`config.mk`:
```
export PLATFORM = sky130hd
export DESIGN_NAME = acc_alu
export DESIGN_NICKNAME = d
export VERILOG_FILES = /design/src/rtl/acc_alu.sv
export SDC_FILE = /design/constraint.sdc
export NUM_CORES = 1
export LEC_CHECK = 0
export ABC_AREA = 1
export CORE_ASPECT_RATIO = 0.7
export CORE_UTILIZATION = 40
export CTS_CLUSTER_DIAMETER = 80
export DETAILED_ROUTE_END_ITERATION = 6
export PLACE_DENSITY = 0.71
export SETUP_SLACK_MARGIN = 0.1
export SYNTH_ARGS = -nofsm -noshare
export SYNTH_HDL_FRONTEND = slang
export SYNTH_SLANG_ARGS = --single-unit
```
`constraint.sdc`:
```
create_clock -name clk -period 8.4 [get_ports clk]
set_clock_uncertainty 0.15 [all_clocks]
set_input_delay 2.52 -clock clk [delete_from_list [all_inputs] [get_ports clk]]
set_output_delay 2.52 -clock clk [all_outputs]
set_load 0.02 [all_outputs]
```
`src/rtl/acc_alu.sv`:
```
module acc_alu (
  input  logic       clk,
  input  logic       rst_n,
  input  logic       exec_i,
  input  logic [4:0] op_i,
  input  logic [7:0] acc_i,
  input  logic [7:0] opnd_i,
  input  logic       psw_wr_i,
  input  logic [7:0] psw_i,
  output logic [7:0] result_o,
  output logic [7:0] psw_o
);
  localparam logic [4:0] OP_CMP = 5'd7,  OP_INC = 5'd8,  OP_DEC = 5'd9,
                         OP_RLC = 5'd10, OP_RRC = 5'd11, OP_RAL = 5'd12,
                         OP_RAR = 5'd13, OP_DAA = 5'd14, OP_CMA = 5'd15,
                         OP_STC = 5'd16, OP_CMC = 5'd17;

  logic fs, fz, fac, fp, fcy;
  logic [7:0] val;
  logic ncy, nac, szp;

  wire       two_op = (op_i[4:3] == 2'b00);
  wire       is_sub = (op_i[2:1] == 2'b01) | (op_i[2:0] == 3'b111);
  wire [7:0] b_eff  = is_sub ? ~opnd_i : opnd_i;
  wire       cin    = (op_i[2:0] == 3'b001) ? fcy :
                      (op_i[2:0] == 3'b011) ? ~fcy : is_sub;
  wire [8:0] sum    = {1'b0, acc_i} + {1'b0, b_eff} + {8'd0, cin};
  wire [4:0] lo_sum = {1'b0, acc_i[3:0]} + {1'b0, b_eff[3:0]} + {4'd0, cin};

  wire       adj_lo = fac | (acc_i[3:0] > 4'd9);
  wire [8:0] step1  = {1'b0, acc_i} + (adj_lo ? 9'd6 : 9'd0);
  wire       adj_hi = fcy | step1[8] | (step1[7:4] > 4'd9);

  always_comb begin
    val = acc_i;
    ncy = fcy;
    nac = fac;
    szp = 1'b0;
    if (two_op) begin
      szp = 1'b1;
      case (op_i[2:0])
        3'b100: begin val = acc_i & opnd_i; ncy = 1'b0; nac = 1'b0; end
        3'b101: begin val = acc_i ^ opnd_i; ncy = 1'b0; nac = 1'b0; end
        3'b110: begin val = acc_i | opnd_i; ncy = 1'b0; nac = 1'b0; end
        default: begin
          val = sum[7:0];
          ncy = sum[8] ^ is_sub;
          nac = lo_sum[4];
        end
      endcase
    end else begin
      case (op_i)
        OP_INC: begin val = acc_i + 8'd1; nac = (acc_i[3:0] == 4'hF); szp = 1'b1; end
        OP_DEC: begin val = acc_i - 8'd1; nac = (acc_i[3:0] != 4'h0); szp = 1'b1; end
        OP_RLC: begin val = {acc_i[6:0], acc_i[7]}; ncy = acc_i[7]; end
        OP_RRC: begin val = {acc_i[0], acc_i[7:1]}; ncy = acc_i[0]; end
        OP_RAL: begin val = {acc_i[6:0], fcy}; ncy = acc_i[7]; end
        OP_RAR: begin val = {fcy, acc_i[7:1]}; ncy = acc_i[0]; end
        OP_DAA: begin
          val = step1[7:0] + (adj_hi ? 8'h60 : 8'h00);
          nac = adj_lo & (acc_i[3:0] > 4'd9);
          ncy = adj_hi;
          szp = 1'b1;
        end
        OP_CMA: val = ~acc_i;
        OP_STC: ncy = 1'b1;
        OP_CMC: ncy = ~fcy;
        default: ;
      endcase
    end
  end

  wire upd = exec_i & (op_i <= OP_CMC);

  always_ff @(posedge clk or negedge rst_n) begin
    if (!rst_n) begin
      {fs, fz, fac, fp, fcy} <= 5'b0;
    end else if (psw_wr_i) begin
      {fs, fz, fac, fp, fcy} <= {psw_i[7], psw_i[6], psw_i[4], psw_i[2], psw_i[0]};
    end else if (upd) begin
      fcy <= ncy;
      fac <= nac;
      if (szp) begin
        fs <= val[7];
        fz <= (val == 8'd0);
        fp <= ~^val;
      end
    end
  end

  assign result_o = (op_i == OP_CMP) ? acc_i : val;
  assign psw_o    = {fs, fz, 1'b0, fac, 1'b0, fp, 1'b1, fcy};
endmodule

```
==> run_results.csv <==
group,metric,value,unit
grt,grt_pass1_wl,15900,um
floorplan,ios,49,
power,powerDensity,94.0,nW/um^2
grt,track_usage,28.6,%
power,p_total,352,uW
timing,max_freq,122,MHz
finish,num_antenna_cells,0,
drt,drtAntennaViolNets,0,
placement,gp_congestion,1.00,
floorplan,initial_utilization,42.3,%
synth,yosysTopAreaCellShare,18.6,%
clocking,cts_buffers,3,
worst_setup_path,arrival,5.52,ns
finish,nFillCells,611,
timing,finalSetupViolations,0,
synth,synthCells,457,
timing,relSlewSlack,57.2,%
clocking,cts-root-buf,"clkbuf_8",
grt,grt_remaining_overflow,0,
finish,finish.instance_area,3750,sq um
placement,post_dp_cell_area,3470,sq um
clocking,h-tree-depth,1,
synth,synthFlopType,"dfrtp_1",
power,switching_share,47.3,%
synth,synthTopCellsByArea,"nand2_1 19%, ha_1 17%, inv_1 8.1%, nand3_1 7.3%, xor2_1 5.2%",
synth,synth_edf_count,0,
timing,rsz0062_at_grt,"yes",
timing,slew_viol_final,0,
power,irDropWorstVdd,0.0633,mV
power,p_switching,167,uW
power,seq_power_share,10.0,%
clocking,clock_sinks,5,
finish,regArea,125,sq um
finish,final_cell_mix,"132 x nand2_1, 72 x buf_4, 54 x inv_1",
placement,hpwl,7860,um
timing,period_needed,8.19,ns
clocking,hold_buffers,0,
clocking,cts_tree,"done",
power,combPwrFrac,77.0,%
clocking,clk_path_buf_depth,2,
synth,yosysTopAreaCell,"nand2_1",
synth,async_reset_ff_share,100,%
synth,yosysUniqueCellTypes,41,
floorplan,core,6340,sq um
power,p_leak,0.00198,uW
drt,vias,3494,
synth,yosys_register_bits,5,
flow_run,maxCapViolations,0,
worst_setup_path,start_kind,"input port",
drt,routedWlPerCell,15.1,um
power,p_int,185,uW
worst_setup_path,crit_required,5.73,ns
drt,first_pass_iters,5,
timing,tightest_slew,0.639,ns
outcome,status,"finished clean",
placement,io_buffers,42,
finish,multi_input_area,2260,sq um
timing,fin_crit_sh,97.5,%
grt,grt_max_degree,17,
synth,ys_seq_area_share,4.66,%
synth,yosys_warnings,0,
floorplan,die_w,99.9,um
floorplan,die_area,7040,sq um
grt,grt_antenna_before_repair,0,
clocking,clk_pin_slew,0.04,ns
floorplan,die_h,70.5,um
finish,final_common_cell,"nand2_1",
worst_setup_path,crit_fanout,4,
synth,avgSynthCellArea,5.87,sq um
finish,drive_above_1_share,21.7,%
synth,syn-cell-area,2680,sq um
timing,final_hold_viol_count,0,
min_path,hold_path_class,"flip-flop to flip-flop",
drt,wl,9820,um
drt,drt_iter0_markers,225,
worst_setup_path,end_kind,"primary output",
finish,area_growth,39.7,%
floorplan,std_cell_rows,24,
drt,viasPerCell,5.36,
clocking,clock_latency,0.23,ns
power,p_clk_share,13.1,%
drt,drc,0,
worst_setup_path,path_class,"input port to primary output",
finish,nets,636,
grt,grt_pass1_vias,3272,
==> state kept, by name (all words and copies together), names as in the netlist <==
name  flops
fac       1
fcy       1
fp        1
fs        1
fz        1
==> cells in the mapped netlist (5+ instances only) <==
cell type / instances
a21oi_1: 24
o22ai_1: 6
nand3_1: 39
fa_1: 5
nand2_1: 133
ha_1: 36
inv_2: 6
o21ai_0: 17
nand2_2: 6
nor2_1: 36
dfrtp_1: 5
nand4_1: 10
buf_4: 9
inv_1: 58
xor2_1: 16
==> power by group through the flow <==
stage,Combinational (uW),Clock [uW],Sequential (uW)
floorplan,153,0,32.7
global placement,242,0,35.0
detailed placement,247,0,35.1
CTS,261,46.5,34.9
global route,296,49.3,35.4
finish,271,46.0,35.1
==> logic make-up (layout without fill, tap and decap cells) <==
| group | after synthesis | count (layout) | synth area share (%) |
|---|---|---|---|
| xor gates and xnor gates | 19 | 19 | 6.20 |
| other | 2 | 3 | 0.280 |
| adders and majority gates | 41 | 41 | 20.5 |
| DFF | 5 | 5 | 4.66 |
| AOI/OAI and AO/OA | 70 | 70 | 15.4 |
| and+or+nand+nor | 240 | 240 | 39.0 |
| buffers and inverters | 80 | 183 | 13.9 |
==> critical path: stages <==
cell             delay, ns
clkdlybuf4s50_1       0.42
inv_1                 0.09
nand2_1               0.05
nand2_1               0.17
inv_1                 0.09
a31oi_1               0.15
a31oi_1               0.07
fa_2                  0.39
buf_4                 0.15
nand3_1               0.07
nand3_1               0.12
xor2_1                0.17
o21ai_1               0.28
nand2_1               0.13
nand2_1               0.08
nand2_1               0.04
clkdlybuf4s50_1       0.53
==> worst paths after layout <==
path / end / cells after the start / slack [ns] / startpoint
worst max-delay path: result_o[3] / 17 / 0.21 / op_i[0]
worst min-delay path: fs / 2 / 0.33 / fs
worst max register to register: fp / 41 / 2.38 / fac
worst min register to register: fs / 2 / 0.33 / fs
max in group asynchronous: fcy / 1 / 5.53 / rst_n
min in group asynchronous: fp / 1 / 2.37 / rst_n
==> final cells by class <==
cell class	instances	share of cell area [%]
timing repair buffer	113	25.1
sequential	5	3.34
clock buffer	4	1.20
tap	91	3.04
inverter	66	7.11
multi-input combinational	373	60.2
==> metrics by stage <==
stage          utilization, %  hold slack [ns]  worst slack (ns)  std cells  setup TNS [ns]
2_1_floorplan               -            0.300             0.277        458               0
3_3_place_gp             54.8            0.320            -0.715        625           -2.02
3_5_place_dp             54.8            0.324            -0.768        625           -2.26
4_1_cts                  58.0            0.333             0.121        647               0
6_report                 59.1            0.329             0.213        652               0
5_1_grt                  59.1            0.365          -0.00868        652        -0.00868
==> layer usage <==
layer | vias up | global-route usage (%) | part of all wire [%]
met2 | 192 | 45.1 | 43
met5 | - | 0 | 0
met4 | 0 | 4.58 | 0.73
met1 | 1597 | 41.1 | 46
met3 | 10 | 5.31 | 9.7
li1 | 1695 | - | -
==> timing repair <==
action	in CTS	in global routing
gates resized for setup	33	28
setup endpoints to repair	6	9
setup buffers	18	5
pin swaps	4	13
hold endpoints to repair	0	0
No activity file was read; power rests on OpenSTA's default activity.
